[config.mk]
export PLATFORM = sky130hd
export DESIGN_NAME = can_mode_ctrl
export DESIGN_NICKNAME = d
export VERILOG_FILES = /design/src/rtl/can_mode_pkg.sv /design/src/rtl/can_rx_sync.sv /design/src/rtl/can_ctl_reg.sv /design/src/rtl/can_mode_fsm.sv /design/src/rtl/can_irq_flags.sv /design/src/rtl/can_mode_ctrl.sv
export SDC_FILE = /design/constraint.sdc
export NUM_CORES = 1
export LEC_CHECK = 0
export BUFFER_PORTS_ARGS = -buffer_cell sky130_fd_sc_hd__buf_2
export CORE_ASPECT_RATIO = 1.5
export CORE_MARGIN = 2
export CORE_UTILIZATION = 34
export CTS_CLUSTER_SIZE = 14
export DETAILED_ROUTE_END_ITERATION = 6
export GPL_ROUTABILITY_DRIVEN = 0
export PLACE_DENSITY = 0.75
export SYNTH_ARGS = -nofsm -noshare
export SYNTH_HDL_FRONTEND = slang
export SYNTH_HIERARCHICAL = 1
export SYNTH_SLANG_ARGS = --single-unit
[constraint.sdc]
create_clock -name clk -period 1.05 [get_ports clk]
set_input_delay 0.105 -clock clk [delete_from_list [all_inputs] [get_ports clk]]
set_output_delay 0.105 -clock clk [all_outputs]
set_load 0.01 [all_outputs]
[src/rtl/can_mode_pkg.sv]
package can_mode_pkg;

    typedef enum logic [1:0] {
        MS_INIT       = 2'd0,
        MS_SLEEP      = 2'd1,
        MS_NORMAL     = 2'd2,
        MS_SLEEP_PEND = 2'd3
    } mode_e;

    // control word fields
    localparam int CTL_INIT     = 0;
    localparam int CTL_SLEEP    = 1;
    localparam int CTL_TXORD    = 2;
    localparam int CTL_DISCARD  = 3;
    localparam int CTL_RETXOFF  = 4;
    localparam int CTL_AUTOWAKE = 5;
    localparam int CTL_BITS     = 6;

    // status word fields
    localparam int ST_INIT   = 0;
    localparam int ST_SLEEP  = 1;
    localparam int ST_FLAG0  = 2;   // sleep, wakeup, error flags at 2,3,4
    localparam int ST_TXING  = 8;
    localparam int ST_RXING  = 9;
    localparam int ST_LAST   = 10;
    localparam int ST_LEVEL  = 11;

    localparam int FLAG_N     = 3;
    localparam int FLAG_SLEEP = 0;
    localparam int FLAG_WAKE  = 1;
    localparam int FLAG_ERR   = 2;

    localparam logic [CTL_BITS-1:0] CTL_RESET = 6'b000010;

endpackage

[src/rtl/can_rx_sync.sv]
module can_rx_sync #(
    parameter int STAGES = 2
) (
    input  logic clk,
    input  logic rst_n,
    input  logic pin,
    output logic level,
    output logic last
);
    logic [STAGES-1:0] shift_q;
    logic              last_q;

    always_ff @(posedge clk or negedge rst_n) begin
        if (!rst_n) begin
            shift_q <= '1;
            last_q  <= 1'b1;
        end else begin
            shift_q <= {shift_q[STAGES-2:0], pin};
            last_q  <= shift_q[STAGES-1];
        end
    end

    assign level = shift_q[STAGES-1];
    assign last  = last_q;
endmodule

[src/rtl/can_ctl_reg.sv]
module can_ctl_reg
    import can_mode_pkg::*;
(
    input  logic                clk,
    input  logic                rst_n,
    input  logic                wr_en,
    input  logic [CTL_BITS-1:0] wr_data,
    input  logic                hw_clr_sleep,
    output logic [CTL_BITS-1:0] ctl
);
    logic [CTL_BITS-1:0] ctl_q;

    always_ff @(posedge clk or negedge rst_n) begin
        if (!rst_n) begin
            ctl_q <= CTL_RESET;
        end else if (wr_en) begin
            ctl_q <= wr_data;           // software write wins over hardware clear
        end else if (hw_clr_sleep) begin
            ctl_q[CTL_SLEEP] <= 1'b0;
        end
    end

    assign ctl = ctl_q;
endmodule

[src/rtl/can_mode_fsm.sv]
module can_mode_fsm
    import can_mode_pkg::*;
(
    input  logic  clk,
    input  logic  rst_n,
    input  logic  init_req,
    input  logic  sleep_req,
    input  logic  busy,
    output mode_e mode,
    output logic  in_init,
    output logic  in_sleep,
    output logic  enter_sleep
);
    mode_e mode_q;
    mode_e mode_nxt;

    // state register
    always_ff @(posedge clk or negedge rst_n) begin
        if (!rst_n) begin
            mode_q <= MS_SLEEP;
        end else begin
            mode_q <= mode_nxt;
        end
    end

    // transitions
    always_comb begin
        mode_nxt = mode_q;
        unique case (mode_q)
            MS_INIT: begin
                if (init_req)       mode_nxt = MS_INIT;
                else if (sleep_req) mode_nxt = MS_SLEEP;
                else                mode_nxt = MS_NORMAL;
            end
            MS_SLEEP: begin
                if (init_req)        mode_nxt = MS_INIT;
                else if (!sleep_req) mode_nxt = MS_NORMAL;
                else                 mode_nxt = MS_SLEEP;
            end
            MS_NORMAL: begin
                if (init_req)       mode_nxt = MS_INIT;
                else if (sleep_req) mode_nxt = MS_SLEEP_PEND;
                else                mode_nxt = MS_NORMAL;
            end
            MS_SLEEP_PEND: begin
                if (init_req)        mode_nxt = MS_INIT;
                else if (!sleep_req) mode_nxt = MS_NORMAL;
                else if (!busy)      mode_nxt = MS_SLEEP;
                else                 mode_nxt = MS_SLEEP_PEND;
            end
        endcase
    end

    // outputs
    always_comb begin
        in_init     = (mode_q == MS_INIT);
        in_sleep    = (mode_q == MS_SLEEP);
        enter_sleep = (mode_nxt == MS_SLEEP) && (mode_q != MS_SLEEP);
    end

    assign mode = mode_q;
endmodule

[src/rtl/can_irq_flags.sv]
module can_irq_flags #(
    parameter int N = 3
) (
    input  logic         clk,
    input  logic         rst_n,
    input  logic [N-1:0] set,
    input  logic [N-1:0] clr,
    output logic [N-1:0] flags
);
    for (genvar i = 0; i < N; i++) begin : g_flag
        logic flag_q;
        always_ff @(posedge clk or negedge rst_n) begin
            if (!rst_n) begin
                flag_q <= 1'b0;
            end else begin
                flag_q <= set[i] | (flag_q & ~clr[i]);
            end
        end
        assign flags[i] = flag_q;
    end
endmodule

[src/rtl/can_mode_ctrl.sv]
module can_mode_ctrl
    import can_mode_pkg::*;
#(
    parameter int DATA_W      = 32,
    parameter int ADDR_W      = 1,
    parameter int SYNC_STAGES = 2
) (
    input  logic              clk,
    input  logic              rst_n,
    input  logic              bus_sel,
    input  logic              bus_we,
    input  logic [ADDR_W-1:0] bus_addr,
    input  logic [DATA_W-1:0] bus_wdata,
    output logic [DATA_W-1:0] bus_rdata,
    input  logic              tx_active,
    input  logic              rx_active,
    input  logic              err_pulse,
    input  logic              can_rx,
    output logic              retx_off,
    output logic              rxq_discard,
    output logic              tx_fifo_order
);
    localparam logic [ADDR_W-1:0] ADDR_CTL  = ADDR_W'(0);
    localparam logic [ADDR_W-1:0] ADDR_STAT = ADDR_W'(1);

    logic                ctl_wr;
    logic                stat_wr;
    logic [CTL_BITS-1:0] ctl;
    logic                rx_level;
    logic                rx_last;
    mode_e               mode_q;
    logic                in_init;
    logic                in_sleep;
    logic                enter_sleep;
    logic                wake_evt;
    logic                hw_clr_sleep;
    logic [FLAG_N-1:0]   flag_set;
    logic [FLAG_N-1:0]   flag_clr;
    logic [FLAG_N-1:0]   flags;
    logic                unused_wdata;

    assign ctl_wr  = bus_sel && bus_we && (bus_addr == ADDR_CTL);
    assign stat_wr = bus_sel && bus_we && (bus_addr == ADDR_STAT);
    assign unused_wdata = ^bus_wdata[DATA_W-1:CTL_BITS];

    can_rx_sync #(.STAGES(SYNC_STAGES)) u_sync (
        .clk   (clk),
        .rst_n (rst_n),
        .pin   (can_rx),
        .level (rx_level),
        .last  (rx_last)
    );

    can_ctl_reg u_ctl (
        .clk          (clk),
        .rst_n        (rst_n),
        .wr_en        (ctl_wr),
        .wr_data      (bus_wdata[CTL_BITS-1:0]),
        .hw_clr_sleep (hw_clr_sleep),
        .ctl          (ctl)
    );

    can_mode_fsm u_fsm (
        .clk         (clk),
        .rst_n       (rst_n),
        .init_req    (ctl[CTL_INIT]),
        .sleep_req   (ctl[CTL_SLEEP]),
        .busy        (tx_active | rx_active),
        .mode        (mode_q),
        .in_init     (in_init),
        .in_sleep    (in_sleep),
        .enter_sleep (enter_sleep)
    );

    // bus activity is a dominant level seen while asleep
    assign wake_evt     = in_sleep && !rx_level;
    assign hw_clr_sleep = wake_evt && ctl[CTL_AUTOWAKE];

    always_comb begin
        flag_set             = '0;
        flag_set[FLAG_SLEEP] = enter_sleep;
        flag_set[FLAG_WAKE]  = wake_evt;
        flag_set[FLAG_ERR]   = err_pulse;
        flag_clr = stat_wr ? bus_wdata[ST_FLAG0 +: FLAG_N] : '0;
    end

    can_irq_flags #(.N(FLAG_N)) u_flags (
        .clk   (clk),
        .rst_n (rst_n),
        .set   (flag_set),
        .clr   (flag_clr),
        .flags (flags)
    );

    always_comb begin
        bus_rdata = '0;
        if (bus_addr == ADDR_CTL) begin
            bus_rdata[CTL_BITS-1:0] = ctl;
        end else if (bus_addr == ADDR_STAT) begin
            bus_rdata[ST_INIT]               = in_init;
            bus_rdata[ST_SLEEP]              = in_sleep;
            bus_rdata[ST_FLAG0 +: FLAG_N]    = flags;
            bus_rdata[ST_TXING]              = tx_active;
            bus_rdata[ST_RXING]              = rx_active;
            bus_rdata[ST_LAST]               = rx_last;
            bus_rdata[ST_LEVEL]              = rx_level;
        end
    end

    assign retx_off      = ctl[CTL_RETXOFF];
    assign rxq_discard   = ctl[CTL_DISCARD];
    assign tx_fifo_order = ctl[CTL_TXORD];
endmodule

Word-level counts from Yosys, hierarchy flattened
Index checks and enable logic that the tools add are counted.
- flip-flop bits (word level): 14
- input port bits: 41
- output and inout port bits: 35
- word-level logic and storage cells: 48
- equal/unequal tests: 5
- muxes and demuxes: 14
- bitwise logic cells: 11
- reduce and logical (&&, ||, !) cells: 10
- operators with widths (operator ; number):
    $mux W2 ; 6
    $logic_and A1 B1 Y1 ; 6
    $pmux W2 S3 ; 1
    $mux W5 ; 1
    $eq A2 B1 Y1 const B ; 2
    $eq A2 B2 Y1 const B ; 2
    $mux W1 ; 4
    $mux W4 ; 1
    $not A1 Y1 ; 4
    $or A1 B1 Y1 ; 4
    $and A1 B1 Y1 ; 3
    $mux W3 ; 1
    $logic_not A2 Y1 ; 1
    $ne A2 B1 Y1 const B ; 1
    $reduce_bool A2 Y1 ; 1
    $reduce_or A2 Y1 ; 1
    $logic_not A1 Y1 ; 1

Depth between registers and ports, before layout
Gate-level depths: netlist of run 1.
- word-level depth: 8
- mapped depth: 5

Modules after synthesis
Netlist of run 1, hierarchy kept.
- by module, submodules not included (module ; times used ; cells each ; area each (um^2)):
    can_mode_ctrl ; 1 ; 41 ; 327.8
    can_ctl_reg ; 1 ; 14 ; 251.5
    can_irq_flags ; 1 ; 12 ; 131.4
    can_mode_fsm ; 1 ; 10 ; 98.8
    can_rx_sync ; 1 ; 3 ; 78.8

Worst setup path after synthesis of run 1
No wires, ideal clock.
- kind: reg2reg
- start: register u_fsm.mode_q[0], in the netlist u_fsm/mode[0]
- end: register u_ctl.ctl_q[1], in the netlist u_ctl/ctl[1]
- data arrival time: 1055 ps
- path slack: -84 ps
- stages on the path, launching flop included: 6
- clock period less this slack: 1134 ps
- cell sequence: dfstp_2 -> inv_2 -> nor2_1 -> and3b_1 -> nor2_1 -> a22o_2
- longest elaborated chain between the ends: 4
- ends and longest elaborated chain (item ; line ; source):
    start: declaration ; can_mode_fsm.sv:14 ; mode_e mode_q;
    start signal: assignment ; can_mode_fsm.sv:22 ; mode_q <= mode_nxt;
    $eq A2 B1 Y1 ; can_mode_fsm.sv:57 ; in_sleep = (mode_q == MS_SLEEP);
    named net in_sleep ; can_mode_ctrl.sv:33 ; logic in_sleep;
    $logic_and A1 B1 Y1 ; can_mode_ctrl.sv:76 ; assign wake_evt = in_sleep && !rx_level;
    $logic_and A1 B1 Y1 ; can_mode_ctrl.sv:77 ; assign hw_clr_sleep = wake_evt && ctl[CTL_AUTOWAKE];
    named net hw_clr_sleep ; can_mode_ctrl.sv:36 ; logic hw_clr_sleep;
    $reduce_bool A2 Y1 (no line) ; -- ;
    end signal: assignment ; can_ctl_reg.sv:17 ; ctl_q <= wr_data;
    end: declaration ; can_ctl_reg.sv:11 ; logic [CTL_BITS-1:0] ctl_q;
The timed path passes the listed nets, and every way through them passes these cells.
A chain may end at the register's enable or synchronous reset.

Worst setup path after layout of run 1
- start: register u_fsm.mode_q[0], in the netlist u_fsm/mode[0]
- end: output bus_rdata[0]
- longest elaborated chain between the ends: 2
- ends and longest elaborated chain (item ; line ; source):
    $logic_not A2 Y1 ; can_mode_fsm.sv:56 ; in_init = (mode_q == MS_INIT);
    named net in_init ; can_mode_ctrl.sv:32 ; logic in_init;
    $mux W5 ; can_mode_ctrl.sv:97 ; if (bus_addr == ADDR_CTL) begin
    end: declaration ; can_mode_ctrl.sv:14 ; output logic [DATA_W-1:0] bus_rdata,
The timed path passes the listed nets, and every way through them passes these cells.

==> results of run 1 <==
-- cells in the mapped netlist, drive strengths merged --
library cell  count  area share
a21o              3       0.025
a21oi             1      0.0056
a22o              1       0.011
and2              4       0.028
and3b             2       0.020
and4              3       0.030
buf              27        0.24
conb              1      0.0042
dfrtp             9        0.25
dfstp             5        0.15
inv               4       0.017
mux2             10        0.15
nor2              3       0.013
nor2b             3       0.021
nor3b             1       0.014
o21a              1      0.0085
o21ai             1      0.0056
or2               1      0.0070
-- power groups by stage --
stage / registers [mW] / logic (mW) / clock network [mW]
5_1_grt: 0.756 / 0.775 / 0.360
2_1_floorplan: 0.737 / 0.410 / 0
6_report: 0.742 / 0.719 / 0.321
4_1_cts: 0.733 / 0.637 / 0.335
3_5_place_dp: 0.747 / 0.478 / 0
3_3_place_gp: 0.737 / 0.464 / 0
-- per-layer routing --
metal | up-vias | GRT usage | part of all wire
met5 | - | 0 | 0
met4 | 0 | 0.0750 | 0.020
met3 | 4 | 0.0271 | 0.076
met2 | 33 | 0.202 | 0.55
met1 | 297 | 0.134 | 0.35
li1 | 290 | - | -
-- worst paths after layout --
path,start,endpoint,cells after the start
max in group asynchronous,rst_n,u_fsm/mode[0]$_DFF_PN1_,2
hold reg to reg,u_sync/shift_q[0]$_DFF_PN1_,u_sync/shift_q[1]$_DFF_PN1_,0
hold / removal,bus_wdata[5],u_ctl/ctl[5]$_DFFE_PN0P_,2
min in group asynchronous,rst_n,u_ctl/ctl[5]$_DFFE_PN0P_,2
setup / recovery,u_fsm/mode[0]$_DFF_PN1_,bus_rdata[0],3
setup reg to reg,u_fsm/mode[0]$_DFF_PN1_,u_ctl/ctl[1]$_DFFE_PN1P_,5
-- cell usage in the layout, fill, tap and decap left out, types with 2 or more instances in the layout --
cell type	Yosys	final
clkbuf_4	0	3
a21o_1	3	3
mux2_4	6	9
and3b_1	2	2
buf_6	2	13
dlygate4sd3_1	0	3
buf_2	0	18
buf_4	25	7
inv_1	3	3
dfrtp_1	9	9
dfstp_2	5	5
conb_1	1	22
nor2b_1	3	3
and4_1	3	3
and2_1	4	3
-- stage by stage --
step                      area [sq um]  TNS (ns)   util  setup slack [ns]  power (mW)
final                             1160     -1.39  0.467            -0.322        1.78
after global routing              1160     -1.86  0.467            -0.361        1.89
after CTS                         1110     -1.45  0.446            -0.328        1.70
after detailed placement           962    -0.181  0.388           -0.0892        1.23
after global placement             962    -0.138  0.388           -0.0814        1.20
after floorplan                    970   -0.0390      -           -0.0390        1.15
-- cell families after synthesis --
logic type,Yosys count
buf+inv,31
simple gates,17
flops,14
mux,10
compound gates,7
other cells,1
-- area by class of cell --
type | count | area (sq um) | area share
well taps | 24 | 30.0 | 0.0260
inverters | 4 | 15.0 | 0.0130
flip-flops and latches | 14 | 357 | 0.308
repair buffers | 41 | 319 | 0.276
clock buffers | 4 | 26.3 | 0.0227
multi-input cells | 56 | 409 | 0.354
-- flip-flops by register name, indices dropped and copies added (netlist names) --
register,flops
u_flags/g_flag.flag_q,3
u_sync/shift_q,2
u_fsm/mode,2
u_ctl/ctl,6
u_sync/last,1
-- what timing repair did --
| item | CTS | global route |
|---|---|---|
| buffers inserted | 5 | 1 |
| hold buffers | 3 | 0 |
| gates resized for setup | 10 | 9 |
| setup endpoints to repair | 11 | 15 |
| pin swaps | 3 | 1 |
| endpoints found under the hold margin | 16 | 0 |
-- worst reg2reg max path, cell delays in order, from the launching register on --
cell     delay [ns]
dfstp_2        0.56
inv_2          0.05
nor2_4         0.09
and3b_1        0.16
nor2_1         0.04
a22o_2         0.20
==> reports/metrics.yaml, run 1 <==
outcome:
  status: "finished, violations left"
  failed_checks: "setup timing"
clock_tree:
  cts_buffer_depth: 2
  clkTransAtPathRegs_ns: 0.08
  htree_levels: 1
  cts_tree: "built"
  numCtsBuffers: 3
  ctsRootBufferMaster: "clkbuf_4"
  clk_latency_ns: 0.28
  cts_sinks: 14
setup_path:
  crit_arrival_ns: 1.27
  cp_slowest_cell: "dfstp_2"
  path_max_fanout: 2
  cp-end-kind: "output pin"
  crit_family: "flip-flops"
  slowest_delay_ns: 0.56
  crit_buf_inv: 1
  ff2ff_setup_slack_ns: -0.10
  path_class: "reg -> out"
  cp_cell_sequence: "nor2_2, mux2_4, buf_6"
  cp-start-kind: "register"
  worstPathRequired_ns: 0.94
final_layout:
  fillerInstances: 250
  drive_above_1_share: 0.529
  nets: 161
  synthToLayoutAreaGrowth_pct: 30.1
  antenna_cells: 0
  fin_cells: 143
timing:
  period_minus_slack_ns: 1.37
  hold_violations: 0
  setup_ws_ns: -0.322
  final_max_slew_viol_count: 0
  setup_viol: 10
  worst_hold_slack_ns: 0.0615
  fin_skew_ns: 0.000603
  fmaxAchievable_mhz: 729
  post-route-period-util: 1.31
  rsz0062_at_grt: "true"
floorplanning:
  die_w_um: 45.7
  die_h_um: 66.6
  dieArea_sq_mm: 0.00305
  io_pins: 76
  initial_core_util: 0.359
  rows: 22
  core_sq_mm: 0.00248
power:
  power_frac_comb: 0.403
  clock_power_share: 0.180
  swShare: 0.296
  intPower_mw: 1.25
  power_switching_uw: 527
  power.share.sequential: 0.416
  irDropWorstVdd_v: 0.000601
  powerDensity_mw_per_mm2: 1540
  leakagePower_nw: 0.599
global_routing:
  grtUsageTotal: 0.121
  antenna_found_initial: 0
  grt_pass1_vias: 596
  grt_max_degree: 15
  grt_overflow_total: 0
  grt_pass1_wl_mm: 2.62
drt:
  drt_pass1_iterations: 3
  avgRoutedWirePerCell_um: 12.0
  dr.first_iter.drc_count: 5
  drt_wl_total_mm: 1.72
  drtAntennaViolNets: 0
  vias: 624
  vias_per_cell: 4.36
  drc_errors: 0
yosys:
  ys_ff_latch: 14
  synthCells: 80
  synth-simple-area-share: 0.132
  syn_area_sq_um: 888
  synthXorXnorAreaFrac: 0
  yosysWarnings: 6
  yosysSeqAreaShare: 0.401
  syn_avg_cell_area_sq_um: 11.1
  synth.distinct_cells: 21
  synth_mux_area_frac: 0.152
  synth_top_family_by_area: "buffers and inverters"
  synth_fa_ha_area_frac: 0
  synth_compound_area_frac: 0.0563
job:
  cap_violations: 0
worst_hold_path:
  min_path_type: "in -> reg"
placed_design:
  dpl.cell_count: 130
  detailed_place_hpwl_mm: 1.28
  io_buffers: 27
Power figures use the tool's default switching activity.
==> run 2: changes to the inputs <==
--- a/config.mk
+++ b/config.mk
@@ -8,11 +8,11 @@
 export BUFFER_PORTS_ARGS = -buffer_cell sky130_fd_sc_hd__buf_2
 export CORE_ASPECT_RATIO = 1.5
 export CORE_MARGIN = 2
-export CORE_UTILIZATION = 34
+export CORE_UTILIZATION = 40
 export CTS_CLUSTER_SIZE = 14
 export DETAILED_ROUTE_END_ITERATION = 6
 export GPL_ROUTABILITY_DRIVEN = 0
-export PLACE_DENSITY = 0.75
+export PLACE_DENSITY = 0.83
 export SYNTH_ARGS = -nofsm -noshare
 export SYNTH_HDL_FRONTEND = slang
 export SYNTH_HIERARCHICAL = 1
==> constraint.sdc (replaced) <==
create_clock -name clk -period 1.8 [get_ports clk]
set_input_delay 0.18 -clock clk [delete_from_list [all_inputs] [get_ports clk]]
set_output_delay 0.18 -clock clk [all_outputs]
set_load 0.01 [all_outputs]
==> reports/metrics.yaml, run 2 (synthesis gave the netlist of run 1 again) <==
worst_hold_path:
  min_path_type: "in -> reg"
power:
  power.total_uw: 910
  leakagePower_nw: 0.511
  clock_power_share: 0.244
  intPower_uw: 649
  irDropWorstVdd_v: 0.000418
  power_frac_comb: 0.286
  power_switching_uw: 261
  powerDensity_mw_per_mm2: 932
  power.share.sequential: 0.470
  swShare: 0.287
floorplanning:
  die_h_um: 61.7
  initial_core_util: 0.428
  core_sq_mm: 0.00208
  die_w_um: 42.5
  dieArea_sq_mm: 0.00262
  rows: 20
  io_pins: 76
global_routing:
  grt_pass1_vias: 501
  grt_pass1_wl_mm: 2.15
  grt_overflow_total: 0
  grtUsageTotal: 0.108
  antenna_found_initial: 0
  grt_max_degree: 15
drt:
  met1_length_um: 530
  highest_layer: "met3"
  drt_wl_total_mm: 1.42
  vias_per_cell: 4.20
  vias: 542
  dr.first_iter.drc_count: 3
  wl_met2_um: 798
  wl_met3_um: 92
  avgRoutedWirePerCell_um: 11.0
  drtAntennaViolNets: 0
  drc_errors: 0
  drt_pass1_iterations: 2
final_layout:
  fillerInstances: 207
  multi_input_area_sq_um: 385
  nets: 149
  synthToLayoutAreaGrowth_pct: 9.86
  final_util: 0.470
  drive_above_1_share: 0.467
  finalInstanceArea_sq_um: 976
  antenna_cells: 0
  layout_commonest_cell: "buf_2"
  largest_reg_flops: 6
  final_cell_mix: "buf_2, conb_1, dfrtp_1, mux2_4, dfstp_2"
  regArea_sq_um: 357
setup_path:
  cp-end-kind: "output pin"
  path_max_fanout: 3
  worstPathRequired_ns: 1.62
  path_class: "reg -> out"
  crit_arrival_ns: 1.31
  cp-start-kind: "register"
clock_tree:
  htree_levels: 1
  post-cts-setup-buffers: 0
  cts_tree: "built"
  clkTransAtPathRegs_ns: 0.08
  ctsRootBufferMaster: "clkbuf_4"
  postCtsHoldBufs: 2
  clk_latency_ns: 0.27
  numCtsBuffers: 3
  cts_sinks: 14
  post_cts_resize_count: 0
  cts_buffer_depth: 2
placed_design:
  detailed_place_hpwl_mm: 1.11
  io_buffers: 27
  post_dp_cell_area_sq_um: 920
timing:
  fin_skew_ns: 0.00326
  post-route-period-util: 0.826
  fmaxAchievable_mhz: 673
  period_minus_slack_ns: 1.49
  final_max_slew_viol_count: 0
  tns_ns: 0
  setup_viol: 0
  rsz0062_at_grt: "false"
  hold_violations: 0
job:
  cap_violations: 0
outcome:
  status: "finished clean"
-- run 2: cell count changes in the layout (fill, tap and decap cells not counted), moves of 2 or more --
cell | before | now
buf_2 | 18 | 27
buf_4 | 7 | 0
buf_6 | 13 | 0
mux2_2 | 1 | 4
mux2_4 | 9 | 6
nor2_1 | 1 | 3
-- run 2: worst max-delay path, stage by stage, from the launching register on --
cell and delay, ns:
dfstp_2 0.54, inv_2 0.04, nor2_1 0.16, mux2_2 0.17
buf_2 0.12
-- run 2: area by class of cell --
type	count	area share
clock buffer	4	0.0372
inverter	4	0.0154
multi-input combinational	56	0.395
sequential	14	0.365
tap	22	0.0282
timing repair buffer	29	0.159
-- run 2: worst paths after layout --
kind,start,to,slack (ns),cells after the start
max in group asynchronous,rst_n,u_fsm/mode[0]$_DFF_PN1_,1.19,2
min in group asynchronous,rst_n,u_ctl/ctl[5]$_DFFE_PN0P_,0.32,2
setup / recovery,u_fsm/mode[0]$_DFF_PN1_,bus_rdata[1],0.31,4
setup reg to reg,u_fsm/mode[0]$_DFF_PN1_,u_ctl/ctl[1]$_DFFE_PN1P_,0.57,5
hold / removal,err_pulse,u_flags/g_flag[2].flag_q$_DFF_PN0_,0.08,2
hold reg to reg,u_sync/shift_q[0]$_DFF_PN1_,u_sync/shift_q[1]$_DFF_PN1_,0.37,0
-- run 2: stage by stage --
stage,hold WS [ns],instances,setup slack (ns)
6_report,0.0769,129,0.313
5_1_grt,0.0857,129,0.188
4_1_cts,0.0641,129,0.286
3_5_place_dp,0.0897,123,0.464
3_3_place_gp,0.0770,123,0.477
2_1_floorplan,-0.116,101,0.666
-- run 2: power by group through the flow --
stage               sequential [mW]  combinational, mW  clock (mW)
floorplan                     0.429              0.238           0
global placement              0.429              0.255           0
detailed placement            0.434              0.261           0
CTS                           0.429              0.265       0.235
global route                  0.437              0.286       0.240
finish                        0.428              0.260       0.222
-- run 2: per-layer routing --
metal / global-route usage / vias up
li1: - / 269
met1: 0.120 / 248
met2: 0.200 / 25
met3: 0.0173 / 0
met4: 0.0536 / 0
met5: 0 / -
==> run 3: changes to the inputs <==
--- a/config.mk
+++ b/config.mk
@@ -8,11 +8,11 @@
 export BUFFER_PORTS_ARGS = -buffer_cell sky130_fd_sc_hd__buf_2
 export CORE_ASPECT_RATIO = 1.5
 export CORE_MARGIN = 2
-export CORE_UTILIZATION = 40
+export CORE_UTILIZATION = 34
 export CTS_CLUSTER_SIZE = 14
 export DETAILED_ROUTE_END_ITERATION = 6
 export GPL_ROUTABILITY_DRIVEN = 0
-export PLACE_DENSITY = 0.83
+export PLACE_DENSITY = 0.75
 export SYNTH_ARGS = -nofsm -noshare
 export SYNTH_HDL_FRONTEND = slang
 export SYNTH_HIERARCHICAL = 1
==> constraint.sdc (replaced) <==
create_clock -name clk -period 1.2 [get_ports clk]
set_input_delay 0.12 -clock clk [delete_from_list [all_inputs] [get_ports clk]]
set_output_delay 0.12 -clock clk [all_outputs]
set_load 0.01 [all_outputs]
==> reports/metrics.yaml, run 3 (synthesis gave the netlist of run 1 again) <==
global_routing:
  grt_overflow_total: 0
  grt_pass1_wl_mm: 2.48
  grtUsageTotal: 0.111
  antenna_found_initial: 0
  grt_pass1_vias: 599
  grt_max_degree: 15
final_layout:
  fin_cells: 145
  synthToLayoutAreaGrowth_pct: 29.3
  nets: 163
  antenna_cells: 0
  layout_commonest_cell: "conb_1"
  largest_reg_flops: 6
  drive_above_1_share: 0.554
  final_cell_mix: "conb_1, buf_2, buf_4, mux2_4, dfrtp_1"
  final_util: 0.464
  finalInstanceArea_sq_mm: 0.00115
setup_path:
  path_max_fanout: 2
  worstReg2RegEnd: "u_ctl/ctl[1]$_DFFE_PN1P_"
  cp-end-kind: "output pin"
  crit_arrival_ns: 1.25
  cp-startpoint: "u_fsm/mode[0]$_DFF_PN1_"
  reg2regPathDepth: 5
  reg2reg_from: "u_fsm/mode[0]$_DFF_PN1_"
  cp-start-kind: "register"
  worstPathRequired_ns: 1.08
  ff2ff_setup_slack_ns: 0.04
  path_class: "reg -> out"
drt:
  drt_pass1_iterations: 4
  dr.first_iter.drc_count: 3
  drt_wl_total_mm: 1.65
  avgRoutedWirePerCell_um: 11.4
  drtAntennaViolNets: 0
  vias: 625
  drc_errors: 0
  vias_per_cell: 4.31
placed_design:
  detailed_place_hpwl_mm: 1.22
  io_buffers: 27
  post_dp_cell_area_sq_um: 952
  dpl.cell_count: 129
floorplanning:
  rows: 22
  io_pins: 76
  initial_core_util: 0.359
  die_w_um: 45.7
  dieArea_sq_mm: 0.00305
  core_sq_mm: 0.00248
  die_h_um: 66.6
timing:
  rsz0062_at_grt: "true"
  setup_ws_ns: -0.166
  fmaxAchievable_mhz: 732
  period_minus_slack_ns: 1.37
  fin_skew_ns: 0.00166
  final_max_slew_viol_count: 0
  worst_hold_slack_ns: 0.0215
  hold_violations: 0
  post-route-period-util: 1.14
  tns_ns: -0.312
  setup_viol: 2
clock_tree:
  cts_buffer_depth: 2
  ctsRootBufferMaster: "clkbuf_4"
  cts_tree: "built"
  cts_sinks: 14
  numCtsBuffers: 3
  htree_levels: 1
  clkTransAtPathRegs_ns: 0.09
  clk_latency_ns: 0.28
job:
  cap_violations: 0
worst_hold_path:
  hold_end: "u_flags/g_flag[2].flag_q$_DFF_PN0_"
  min_path_type: "in -> reg"
  hp-start: "err_pulse"
  holdPathStages: 2
power:
  powerDensity_mw_per_mm2: 1370
  irDropWorstVdd_v: 0.000772
  leakagePower_nw: 0.608
outcome:
  status: "finished, violations left"
  failed_checks: "setup timing"
run 3: changes by cell type in the layout (fill, tap and decap cells not counted), moves of 2 or more:
cell    delta
buf_6      +6
buf_2      -6
mux2_4     +4
mux2_2     -4
buf_4     +14
nor2_1     -2
run 3: what timing repair did:
action / CTS / global route
hold endpoints to repair: 15 / 0
hold buffers: 2 / 0
pin swaps: 2 / 1
buffers inserted: 5 / 5
endpoints found under the setup margin: 6 / 7
resized for setup: 7 / 7
run 3: through the flow:
stage               setup slack [ns]  power [mW]
finish                        -0.166        1.58
global route                  -0.203        1.66
CTS                           -0.176        1.49
detailed placement          -0.00373        1.05
global placement              0.0170        1.04
floorplan                     0.0662        1.00
run 3: layout make-up:
| type | count | area (sq um) |
|---|---|---|
| multi-input cells | 56 | 413 |
| inverters | 4 | 15.0 |
| flip-flops and latches | 14 | 357 |
| well taps | 24 | 30.0 |
| clock buffers | 4 | 36.3 |
| repair buffers | 43 | 298 |
| fillers | 224 | 1330 |
run 3: worst max-delay path by stage:
stage	cells after the start	end	slack, ns
after floorplan	5	u_ctl/ctl[1]$_DFFE_PN1P_	0.07
after global placement	5	u_ctl/ctl[1]$_DFFE_PN1P_	0.02
after detailed placement	5	u_ctl/ctl[1]$_DFFE_PN1P_	-0.004
after CTS	3	bus_rdata[0]	-0.18
after global routing	3	bus_rdata[0]	-0.20
final	3	bus_rdata[0]	-0.17
run 3: worst max-delay path, stage by stage (launching register included):
cell and delay, ns:
dfstp_2 0.55, nor2_2 0.04, mux2_4 0.26, buf_6 0.12
run 3: layer usage:
metal	vias up	track usage	part of all wire
li1	299	-	-
met1	297	0.116	0.37
met2	27	0.204	0.56
met3	2	0.0190	0.060
met4	0	0.0536	0.0079
met5	-	0	0
run 3: report_power, final:
part / switching (mW) / leakage (nW) / internal [mW]
registers: 0.0676 / 0.156 / 0.577
logic: 0.225 / 0.431 / 0.369
clock network: 0.153 / 0.0210 / 0.184
